## config.mk

```make
export PLATFORM = sky130hd
export DESIGN_NAME = i2c_rate_gen
export DESIGN_NICKNAME = d
export VERILOG_FILES = /design/src/rtl/i2c_rate_pkg.sv /design/src/rtl/i2c_rate_prediv.sv /design/src/rtl/i2c_rate_sel.sv /design/src/rtl/i2c_rate_counter.sv /design/src/rtl/i2c_rate_gen.sv
export SDC_FILE = /design/constraint.sdc
export NUM_CORES = 1
export LEC_CHECK = 0
export ABC_AREA = 1
export BUFFER_PORTS_ARGS = -buffer_cell sky130_fd_sc_hd__buf_4
export CAP_MARGIN = 10
export CORE_MARGIN = 1.5
export CORE_UTILIZATION = 44
export DETAILED_ROUTE_END_ITERATION = 6
export GPL_ROUTABILITY_DRIVEN = 1
export PLACE_DENSITY = 0.86
export SLEW_MARGIN = 20
export SYNTH_ARGS = -nofsm -noshare
export SYNTH_HDL_FRONTEND = slang
export SYNTH_SLANG_ARGS = --single-unit
```

## constraint.sdc

```tcl
create_clock -name clk -period 0.8 [get_ports clk]
set_input_delay 0.04 -clock clk [delete_from_list [all_inputs] [get_ports clk]]
set_output_delay 0.04 -clock clk [all_outputs]
set_load 0.03 [all_outputs]
```

## src/rtl/i2c_rate_pkg.sv

```systemverilog
package i2c_rate_pkg;

  localparam int unsigned STEP_W = 6;
  localparam int unsigned SMP_W  = 3;

  localparam logic [15:0] HOLD_STD  = 16'h8001;
  localparam logic [15:0] HOLD_FAST = 16'h1800;

  typedef struct packed {
    logic [STEP_W-1:0] step;
    logic [SMP_W-1:0]  smp;
  } lim_t;

  // normal word: step-1 at [5:0], sample-1 at [10:8]
  function automatic lim_t std_fields(input logic [15:0] w);
    lim_t l;
    l.step = w[5:0];
    l.smp  = w[10:8];
    return l;
  endfunction

  // high-speed word: step-1 at [10:8], sample-1 at [14:12]
  function automatic lim_t hs_fields(input logic [15:0] w);
    lim_t l;
    l.step = {3'b000, w[10:8]};
    l.smp  = w[14:12];
    return l;
  endfunction

  function automatic logic hs_enabled(input logic [15:0] w);
    return (w[1:0] == 2'b11);
  endfunction

endpackage

```

## src/rtl/i2c_rate_prediv.sv

```systemverilog
module i2c_rate_prediv #(
  parameter int unsigned DIV = 4
) (
  input  logic clk,
  input  logic rst_n,
  input  logic run_i,
  output logic tick_o
);

  if (DIV <= 1) begin : g_bypass
    assign tick_o = run_i;
  end else begin : g_count
    localparam int unsigned CW = $clog2(DIV);
    localparam logic [CW-1:0] LAST = CW'(DIV - 1);

    logic [CW-1:0] cnt_q;
    logic [CW-1:0] cnt_d;
    logic          wrap;

    assign wrap = (cnt_q == LAST);

    always_comb begin
      if (!run_i)    cnt_d = '0;
      else if (wrap) cnt_d = '0;
      else           cnt_d = cnt_q + 1'b1;
    end

    always_ff @(posedge clk or negedge rst_n) begin
      if (!rst_n) cnt_q <= '0;
      else        cnt_q <= cnt_d;
    end

    assign tick_o = run_i & wrap;
  end

endmodule

```

## src/rtl/i2c_rate_sel.sv

```systemverilog
module i2c_rate_sel
  import i2c_rate_pkg::*;
(
  input  logic        clk,
  input  logic        rst_n,
  input  logic        run_i,
  input  logic [15:0] std_reg_i,
  input  logic [15:0] hs_reg_i,
  input  logic        mc_done_i,
  input  logic        bound_i,
  output lim_t        lim_o,
  output logic        hs_active_o
);

  lim_t lim_q, lim_d;
  logic pend_q, pend_d;
  logic act_q, act_d;
  logic arm;

  always_comb begin
    arm    = pend_q | (mc_done_i & hs_enabled(hs_reg_i));
    lim_d  = lim_q;
    pend_d = pend_q;
    act_d  = act_q;
    if (!run_i) begin
      lim_d  = std_fields(std_reg_i);
      pend_d = 1'b0;
      act_d  = 1'b0;
    end else if (bound_i) begin
      if (act_q || arm) begin
        act_d  = 1'b1;
        pend_d = 1'b0;
        lim_d  = hs_fields(hs_reg_i);
      end else begin
        lim_d  = std_fields(std_reg_i);
      end
    end else if (arm && !act_q) begin
      pend_d = 1'b1;
    end
  end

  always_ff @(posedge clk or negedge rst_n) begin
    if (!rst_n) begin
      lim_q  <= '0;
      pend_q <= 1'b0;
      act_q  <= 1'b0;
    end else begin
      lim_q  <= lim_d;
      pend_q <= pend_d;
      act_q  <= act_d;
    end
  end

  assign lim_o       = lim_q;
  assign hs_active_o = act_q;

endmodule

```

## src/rtl/i2c_rate_counter.sv

```systemverilog
module i2c_rate_counter
  import i2c_rate_pkg::*;
(
  input  logic clk,
  input  logic rst_n,
  input  logic run_i,
  input  logic tick_i,
  input  lim_t lim_i,
  output logic bound_o,
  output logic scl_o,
  output logic fall_o,
  output logic rise_o,
  output logic sample_o
);

  logic [STEP_W-1:0] step_q, step_d;
  logic [SMP_W-1:0]  smp_q, smp_d;
  logic              scl_q, scl_d;
  logic              fall_q, fall_d;
  logic              rise_q, rise_d;
  logic              stb_q, stb_d;
  logic              step_hit;
  logic              phase_hit;

  assign step_hit  = tick_i & (step_q == lim_i.step);
  assign phase_hit = step_hit & (smp_q == lim_i.smp);

  always_comb begin
    step_d = step_q;
    smp_d  = smp_q;
    scl_d  = scl_q;
    fall_d = 1'b0;
    rise_d = 1'b0;
    stb_d  = 1'b0;
    if (!run_i) begin
      step_d = '0;
      smp_d  = '0;
      scl_d  = 1'b1;
    end else begin
      if (tick_i) begin
        step_d = step_hit ? '0 : step_q + 1'b1;
        if (step_hit) smp_d = phase_hit ? '0 : smp_q + 1'b1;
        if (phase_hit) scl_d = ~scl_q;
      end
      stb_d  = step_hit;
      fall_d = phase_hit & scl_q;
      rise_d = phase_hit & ~scl_q;
    end
  end

  always_ff @(posedge clk or negedge rst_n) begin
    if (!rst_n) begin
      step_q <= '0;
      smp_q  <= '0;
      scl_q  <= 1'b1;
      fall_q <= 1'b0;
      rise_q <= 1'b0;
      stb_q  <= 1'b0;
    end else begin
      step_q <= step_d;
      smp_q  <= smp_d;
      scl_q  <= scl_d;
      fall_q <= fall_d;
      rise_q <= rise_d;
      stb_q  <= stb_d;
    end
  end

  assign bound_o  = phase_hit;
  assign scl_o    = scl_q;
  assign fall_o   = fall_q;
  assign rise_o   = rise_q;
  assign sample_o = stb_q;

endmodule

```

## src/rtl/i2c_rate_gen.sv

```systemverilog
module i2c_rate_gen
  import i2c_rate_pkg::*;
#(
  parameter int unsigned CLK_DIV = 4
) (
  input  logic        clk,
  input  logic        rst_n,
  input  logic        run_i,
  input  logic [15:0] std_timing_i,
  input  logic [15:0] hs_timing_i,
  input  logic        slow_bus_i,
  input  logic        mc_done_i,
  output logic        scl_o,
  output logic        scl_fall_o,
  output logic        scl_rise_o,
  output logic        sample_o,
  output logic        hs_active_o,
  output logic [15:0] start_hold_o
);

  logic [1:0] rst_sync_q;
  logic       rst_core_n;
  logic       tick;
  logic       bound;
  lim_t       lim;

  // asynchronous assertion, synchronous release
  always_ff @(posedge clk or negedge rst_n) begin
    if (!rst_n) rst_sync_q <= 2'b00;
    else        rst_sync_q <= {rst_sync_q[0], 1'b1};
  end
  assign rst_core_n = rst_sync_q[1];

  i2c_rate_prediv #(.DIV(CLK_DIV)) u_prediv (
    .clk    (clk),
    .rst_n  (rst_core_n),
    .run_i  (run_i),
    .tick_o (tick)
  );

  i2c_rate_sel u_sel (
    .clk         (clk),
    .rst_n       (rst_core_n),
    .run_i       (run_i),
    .std_reg_i   (std_timing_i),
    .hs_reg_i    (hs_timing_i),
    .mc_done_i   (mc_done_i),
    .bound_i     (bound),
    .lim_o       (lim),
    .hs_active_o (hs_active_o)
  );

  i2c_rate_counter u_cnt (
    .clk      (clk),
    .rst_n    (rst_core_n),
    .run_i    (run_i),
    .tick_i   (tick),
    .lim_i    (lim),
    .bound_o  (bound),
    .scl_o    (scl_o),
    .fall_o   (scl_fall_o),
    .rise_o   (scl_rise_o),
    .sample_o (sample_o)
  );

  assign start_hold_o = slow_bus_i ? HOLD_STD : HOLD_FAST;

endmodule

```

==> Yosys cells after proc, flatten, opt, wreduce, memory -nomap -nowiden <==
Cells that the tools add are included.
{ "classes": {"order_cmp": 0, "bitwise_logic": 8, "eq_ne": 10, "addsub": 3, "n_div": 0, "muxes": 26, "multipliers": 0, "n_reduce_logical": 7, "shifts": 0} }
{ "op_table": {"columns": ["cell", "n"], "rows": [
  ["$mux W9", 3],
  ["$mux W6", 3],
  ["$mux W16", 1],
  ["$mux W1", 13],
  ["$mux W3", 4],
  ["$ne A2 B1 Y1 const B", 4],
  ["$reduce_and A2 Y1", 4],
  ["$add A6 B1 Y6 const B", 1],
  ["$and A1 B1 Y1", 6],
  ["$eq A6 B6 Y1", 1],
  ["$eq A2 B2 Y1 const B", 2],
  ["$mux W2", 2],
  ["$add A3 B1 Y3 const B", 1],
  ["$eq A3 B3 Y1", 1],
  ["$ne A3 B1 Y1 const B", 1],
  ["$ne A3 B3 Y1 const B", 1],
  ["$add A2 B1 Y2 const B", 1],
  ["$logic_and A1 B1 Y1", 1],
  ["$logic_not A1 Y1", 1],
  ["$logic_or A1 B1 Y1", 1],
  ["$not A1 Y1", 1],
  ["$or A1 B1 Y1", 1]
]} }
{ "word_totals": {"latch_bits": 0, "out_inout_bits": 21, "word_cells": 66, "mem_bits_rw": 0, "register_bits": 28, "romBits": 0, "mem_count": 0} }

==> Longest topological paths before layout <==
Gate-level depths: netlist of run 1.
{ "logic_depth": {"ltp_word": 8, "mapped_depth": 11, "mapped_depth_nobuf": 11} }

==> By module <==
From an unflattened synthesis of run 1, not the netlist that was laid out.
{ "hier_totals": {"cells_unflattened": 231, "area_unflattened_um2": 1702.9} }
{ "by_module_without_submodules": {"columns": ["module", "instances", "cells_per_inst", "area_per_inst_um2"], "rows": [
  ["i2c_rate_counter", 1, 123, 842.1],
  ["i2c_rate_sel", 1, 78, 598.1],
  ["i2c_rate_gen", 1, 20, 173.9],
  ["i2c_rate_prediv", 1, 10, 88.8]
]} }

==> Worst setup path after synthesis of run 1 <==
OpenSTA, ideal clock, no wires.
{ "synth_path": {"path_kind": "flip-flop to flip-flop", "startpoint": "register u_sel.act_q (netlist: u_sel.hs_active_o)", "endpoint": "register u_sel.lim_q (netlist bit u_sel.lim_o[0])", "t_arrival_ps": 1319, "stages_incl_launch_ff": 9, "path_slack_ps": -636, "synth_period_minus_slack_ps": 1436, "setup_time_ps": 117, "cell_sequence": "dfrtp_1 -> inv_1 -> nand3_1 -> nand2_1 -> clkinv_1 -> nand2_1 -> nand2_1 -> nand2_1 -> nand2_1"} }
{ "synth_via": {"elab_chain_cells": 4} }
{ "synth_lines": {"columns": ["element", "line", "text"], "rows": [
  ["start, declared", "i2c_rate_sel.sv:17", "logic act_q, act_d;"],
  ["start signal, assigned", "i2c_rate_sel.sv:50", "act_q <= act_d;"],
  ["$logic_or A1 B1 Y1", "i2c_rate_sel.sv:30", "if (act_q || arm) begin"],
  ["$mux W9", "i2c_rate_sel.sv:30", null],
  ["$mux W9", "i2c_rate_sel.sv:29", "end else if (bound_i) begin"],
  ["$mux W9", "i2c_rate_sel.sv:25", "if (!run_i) begin"],
  ["end signal, assigned", "i2c_rate_sel.sv:48", "lim_q <= lim_d;"],
  ["end, declared", "i2c_rate_sel.sv:15", "lim_t lim_q, lim_d;"]
]} }
Every way passes these cells. The select of a mux whose other input is x is not followed.
A chain may end at the register's enable or synchronous reset.

==> Worst setup path after layout of run 1 <==
{ "layout_path": {"startpoint": "register u_prediv.g_count.cnt_q[0]", "endpoint": "register u_sel.lim_q (netlist bit u_sel.lim_o[3])"} }
{ "layout_via": {"elab_chain_cells": 5} }
{ "layout_lines": {"columns": ["element", "line", "text"], "rows": [
  ["start, declared", "i2c_rate_prediv.sv:16", "logic [CW-1:0] cnt_q;"],
  ["start signal, assigned", "i2c_rate_prediv.sv:30", "else cnt_q <= cnt_d;"],
  ["$eq A2 B2 Y1", "i2c_rate_prediv.sv:20", "assign wrap = (cnt_q == LAST);"],
  ["$and A1 B1 Y1", "i2c_rate_prediv.sv:33", "assign tick_o = run_i & wrap;"],
  ["$and A1 B1 Y1", "i2c_rate_counter.sv:25", "assign step_hit = tick_i & (step_q == lim_i.step);"],
  ["$and A1 B1 Y1", "i2c_rate_counter.sv:26", "assign phase_hit = step_hit & (smp_q == lim_i.smp);"],
  ["$ne A2 B1 Y1 (no line)", null, null]
]} }
Every way passes these cells.

==> metrics.txt, run 1 <==
Levels on crit path=9; Fin. Hold Viols=1; Post-Syn Area=1600 um2; gr ovfl total=0; Max Slew Vio Count=0; async set-or-reset flop fraction in the synthesized netlist=100%; Arr. time, crit path=1770 ps; fin cells=330; Core Box Area=3420 um2; Final setup viols=31; CP Launch Type=flop; most frequent cells after synthesis=nand2_1 (77), inv_1 (28), dfrtp_1 (27); DRT Wirelength=4100 um; Die Width=63.3 um; die height=63.3 um; fmax=0.651 GHz; routability cong.=0.794; yosys warns=0; Skew-Pair Late Insertion Delay=330 ps; # rows=21; Hold WC Path Type=in -> reg; Worst path slowest cell=dfrtp_2; Post-DP HPWL=2790 um; Crit. End Element=flop; Tot Pwr=3.19 mW; Yosys reg bits=28; CP max FO=6; Overall Global Routing Usage=20.7%; drt pass-1 iters=4; fraction of synthesized cell area taken by the top area cell type=42.3%; crit-path cells=ha_4 -> nand2_4 -> a21oi_4 -> nand2_2 -> nor2_4 -> nand3_4 -> buf_6 -> nand3_2 -> nand2_1; pwr dens=1340 nW/um2; Synth-to-Final Area Change=49.0%; share of cells above drive strength 1=38.7%; maximum vdd ir drop=0.814 mV; syn_area_per_cell=7.47 um2; TritonCTS clock tree=yes; drt wl/cell=12.4 um; Clock Tree Root=clkbuf_4; Pleak=1.29 nW; pin count of the biggest net entering global routing=27; synth unique cells=25; Vias=1570; FF-to-FF path depth=9; Worst EP required=1040 ps; outcome=finished with violations; register-to-register setup slack=-740 ps; ranking of synthesized cells by area=dfrtp_1 (42%), nand2_1 (18%), buf_4 (7.5%); leading area contributor after synthesis=dfrtp_1; final worst slack=-736 ps; WP buf/inv=1; post-synthesis cell count=214; Fin Setup TNS=-17530 ps; most common cell in the synthesized netlist=nand2_1; TritonCTS Sinks=28; first-pass GRT wire length=6560 um; cell count of the worst hold path=5; number of diodes=0; clk slew on worst S/H paths=150 ps; max-cap viol count=0; EDFF count, synth=0; Die Area=4000 um2; number of global-route vias before repair=1511; clk_skew=7.62 ps; Post-DRT Antenna Nets=0; crit path time final=1540 ps; CP delay by family, top=simple AND/OR/NAND/NOR gates; # DRC=0; Crit path largest cell delay=420 ps; Crit Path Category=reg -> reg; vias per cell=4.76; ys flop type=dfrtp_1; failing checks=hold timing, setup timing; initial antenna violation count=0; RSZ-0062 raised after global routing=true; initial core utilization=46.8%; # nets final=325; I/O pin cnt=58; Final Cycle Share=192%; htree depth=1; worst hold slack=-1.63 ps; Filler cells=252; IO Port Bufs=30; Clock Tree Buf Depth=2; initial DRC count=38; placed cells=316; sequential share of the synthesized area=43.9%; Num CTS Buffers=3
==> worst reg2reg max path, stage by stage, from the launching register on <==
cell and delay [ps]:
dfrtp_2 420, ha_4 160, nand2_4 60, a21oi_4 150, nand2_2 90, nor2_4 120, nand3_4 160, buf_6 190
nand3_2 50, nand2_1 50
==> placed cells by master (no fill, tap or decap), drive strengths merged <==
master,n
a41oi,1
o21a,1
nor3,3
dlygate4sd3,3
ha,3
nand2,78
nand4,7
inv,28
xor2,5
clkinv,1
clkbuf,4
nor2,17
a21oi,3
conb,13
buf,71
o21ai,2
dfstp,1
xnor2,1
dfrtp,27
nand3,15
==> layout make-up <==
type,instances,area [um2],share of cell area [%]
flip-flops and latches,28,707,29.7
clock buffers,4,36.3,1.52
well taps,46,57.6,2.42
repair buffers,74,624,26.2
inverters,29,114,4.78
multi-input cells,149,842,35.4
==> metal layers <==
layer,vias to the layer above,part of all wire [%],wire length [um],global-route usage (%)
met5,-,0,0,0
met4,0,2.8,114,7.34
met3,10,4.6,187,3.39
met2,54,53,2190,37.9
met1,730,39,1610,24.5
li1,776,-,-,-
==> timing repair <==
item,in CTS,in global routing
resized for setup,25,20
endpoints found under the setup margin,31,31
pin swaps,14,10
cloned,0,0
hold buffers,3,0
setup buffers,4,4
endpoints found under the hold margin,4,0
==> report_power, final <==
| part | total [mW] | internal [mW] | switching [mW] |
|---|---|---|---|
| logic | 0.904 | 0.403 | 0.501 |
| clock network | 0.696 | 0.279 | 0.418 |
| registers | 1.59 | 1.51 | 0.0843 |
| total | 3.19 | 2.19 | 1.00 |
==> logic make-up after synthesis <==
| logic type | Yosys count | synth area share [%] |
|---|---|---|
| buffers and inverters | 48 | 15.5 |
| DFF | 28 | 43.9 |
| adders and majority gates | 3 | 2.35 |
| AOI/OAI and AO/OA | 7 | 2.82 |
| xor gates and xnor gates | 6 | 3.29 |
| and+or+nand+nor | 120 | 31.6 |
| other | 2 | 0.470 |
==> registers in the layout, summed over array words and instances, names as in the netlist <==
name,flops
u_cnt.smp_q,3
u_cnt.rise_o,1
u_cnt.sample_o,1
rst_sync_q,2
u_sel.pend_q,1
u_prediv.g_count.cnt_q,2
u_cnt.scl_o,1
u_cnt.step_q,6
u_cnt.fall_o,1
u_sel.hs_active_o,1
u_sel.lim_o,9
==> per-stage QoR <==
| stage | cell area (um2) | util, % | setup WS [ps] |
|---|---|---|---|
| detailed placement | 2080 | 60.8 | -745 |
| CTS | 2280 | 66.7 | -685 |
| global placement | 2080 | 60.8 | -641 |
| global route | 2380 | 69.7 | -810 |
| floorplan | 1670 | - | -561 |
| finish | 2380 | 69.7 | -736 |
==> final timing paths <==
path | startpoint | end
hold reg to reg | rst_sync_q[1] | u_sel.lim_o[6]
min in group asynchronous | rst_n | rst_sync_q[0]
setup reg to reg | u_prediv.g_count.cnt_q[0] | u_sel.lim_o[3]
hold / removal | hs_timing_i[14] | u_sel.lim_o[2]
max in group asynchronous | rst_sync_q[1] | u_cnt.scl_o
setup / recovery | u_prediv.g_count.cnt_q[0] | u_sel.lim_o[3]
Power figures use the tool's default switching activity.
==> inputs of run 2 (changes only) <==
--- a/config.mk
+++ b/config.mk
@@ -7,12 +7,12 @@
 export LEC_CHECK = 0
 export ABC_AREA = 1
 export BUFFER_PORTS_ARGS = -buffer_cell sky130_fd_sc_hd__buf_4
-export CAP_MARGIN = 10
+export CAP_MARGIN = 20
 export CORE_MARGIN = 1.5
-export CORE_UTILIZATION = 44
+export CORE_UTILIZATION = 53
 export DETAILED_ROUTE_END_ITERATION = 6
 export GPL_ROUTABILITY_DRIVEN = 1
-export PLACE_DENSITY = 0.86
+export PLACE_DENSITY = 0.95
 export SLEW_MARGIN = 20
 export SYNTH_ARGS = -nofsm -noshare
 export SYNTH_HDL_FRONTEND = slang
==> constraint.sdc (replaced) <==
create_clock -name clk -period 1.8 [get_ports clk]
set_input_delay 0.09 -clock clk [delete_from_list [all_inputs] [get_ports clk]]
set_output_delay 0.09 -clock clk [all_outputs]
set_load 0.03 [all_outputs]
==> run 2 against run 1 <==
Net effect:
- the run now ends clean
- wire length decreased by 25%
- utilization down 4.0 points
- sequential power fell by 56%
- register-to-register slack improved by 860 ps
- non-clock buffer count down 39
- critical path depth is the same
- sequential share of layout area grew 8.4 points
- design area is 23% lower
- fmax decreased by 8.6%
- sequential cell count unchanged
- clock-buffer cell count stayed put
==> metrics.txt, run 2 (synthesized netlist as in run 1, its figures left out) <==
fmax=0.595 GHz (-8.6%); Post-DP HPWL=2340 um (-16%); # DRC=0 (unchanged); worst rel slew slack=64.3%; Clock Tree Buf Depth=2 (unchanged); Post-CTS Setup Inserts=0 (-4); Clock Tree Root=clkbuf_4; Gate power share=21.1% (-7.2 points); Fin Setup TNS=0 ps (+17530 ps); Post-DRT Antenna Nets=0 (unchanged); initial core utilization=57.0% (+10 points); pin count of the biggest net entering global routing=23 (-15%); drt pass-1 iters=6 (+2); number of diodes=0 (unchanged); Crit Path Category=reg -> reg; Pleak=1.06 nW (-18%); Core Util, Final=65.7% (-4.0 points); CP Launch Type=flop; vias per cell=5.14 (+8.1%); Fin. Hold Viols=0 (-1); drt wl/cell=11.2 um (-10%); Net Sw Frac=29.8% (-1.6 points); clock share of power=23.7% (+1.9 points); Max Slew Vio Count=0 (unchanged); Cell Int Power=0.895 mW (-59%); number of global-route vias before repair=1259 (-17%); Die Area=3350 um2 (-16%); clk_skew=4.10 ps (-3.52 ps); first-pass GRT wire length=5200 um (-21%); Final Cycle Share=93.3% (-99 points); P_sw=0.380 mW (-62%); share of cells above drive strength 1=18.4% (-20 points); Synth-to-Final Area Change=15.3%; initial DRC count=27 (-29%); Final setup viols=0 (-100%); Arr. time, crit path=1920 ps (+150 ps); max-cap viol count=0 (unchanged); die height=57.9 um (-8.5%); TritonCTS Sinks=28 (unchanged); # nets final=286 (-12%); Vias=1420 (-9.6%); # rows=19 (-9.5%); I/O pin cnt=58 (unchanged); Worst-Margin Slew=536 ps; most frequent cells in the layout=nand2_1 (77), buf_4 (34), inv_1 (28), dfrtp_1 (27), nor2_1 (16); Worst EP required=2040 ps (+1000 ps); Crit. End Element=flop; gr ovfl total=0 (unchanged); most common cell after layout, fill and taps aside=nand2_1; Core Box Area=2810 um2 (-18%); crit path time final=1680 ps (+144 ps); Design Area, Final=1840 um2 (-23%); maximum vdd ir drop=0.544 mV (-33%); Largest register FFs=9 (unchanged); RSZ-0062 raised after global routing=false; Post-DP Area=1790 um2 (-14%); initial antenna violation count=0 (unchanged); Skew-Pair Late Insertion Delay=330 ps (about the same); CP max FO=10 (+4); IO Port Bufs=30 (unchanged); Hold WC Path Type=in -> reg; Overall Global Routing Usage=20.1% (-0.60 points); pwr dens=691 nW/um2 (-48%); TritonCTS clock tree=yes; worst hold slack=28.9 ps (+30.5 ps); Num CTS Buffers=3 (unchanged); routability cong.=0.853 (+7.4%); htree depth=1 (unchanged); DRT Wirelength=3080 um (-25%); outcome=finished, final reports clean; sequential power share=55.2% (+5.3 points); clk slew on worst S/H paths=140 ps (about the same); Die Width=57.9 um (-8.5%)
## run 2: path summary, 6_finish.rpt
check / startpoint / to / slack (ps) / cells after the start
worst max-delay path: u_prediv.g_count.cnt_q[0] / u_sel.lim_o[4] / 120 / 9
max in group asynchronous: rst_sync_q[1] / u_prediv.g_count.cnt_q[1] / 990 / 1
min in group asynchronous: rst_n / rst_sync_q[1] / 60 / 2
worst max register to register: u_prediv.g_count.cnt_q[0] / u_sel.lim_o[4] / 120 / 9
worst min register to register: rst_sync_q[1] / u_sel.lim_o[7] / 220 / 0
worst min-delay path: hs_timing_i[12] / u_sel.lim_o[0] / 30 / 5
## run 2: area by class of cell
| type | count | area [um2] |
|---|---|---|
| Tap cell | 31 | 38.8 |
| Timing Repair Buffer | 35 | 265 |
| Inverter | 29 | 109 |
| Clock buffer | 4 | 36.3 |
| Fill cell | 245 | 962 |
| Multi-Input combinational cell | 149 | 692 |
| Sequential cell | 28 | 702 |
## run 2: power by group through the flow
stage	Combinational (mW)	Clock [mW]	Sequential, mW
final	0.269	0.302	0.703
after global routing	0.302	0.334	0.710
after CTS	0.268	0.306	0.703
after detailed placement	0.264	0	0.715
after global placement	0.255	0	0.712
after floorplan	0.202	0	0.715
## run 2: per-stage QoR
stage	power, mW	setup WS, ps	cells
floorplan	0.917	364	225
global placement	0.967	255	271
detailed placement	0.978	192	271
CTS	1.28	119	276
global route	1.35	9.31	276
finish	1.27	120	276
## run 2: per-layer routing
layer,vias to the layer above,part of all wire (%),wire (um),GRT usage [%]
li1,686,-,-,-
met3,14,6.1,188,4.24
met4,0,3.4,106,11.0
met5,-,0,0,0
met1,658,43,1330,26.4
met2,62,47,1460,31.3
## run 2: what timing repair did
| action | in CTS | in global routing |
|---|---|---|
| hold buffers | 1 | 0 |
| setup endpoints to repair | 0 | 9 |
| gates resized for setup | 0 | 1 |
| hold endpoints to repair | 2 | 0 |
## run 2: critical path: stages, from the launching register on
cell	delay, ps
dfrtp_1	390
ha_2	230
nand2_1	80
a21oi_1	130
nand2_1	100
nor2_2	140
nand3_2	150
buf_4	210
nand3_1	100
nand2_1	60
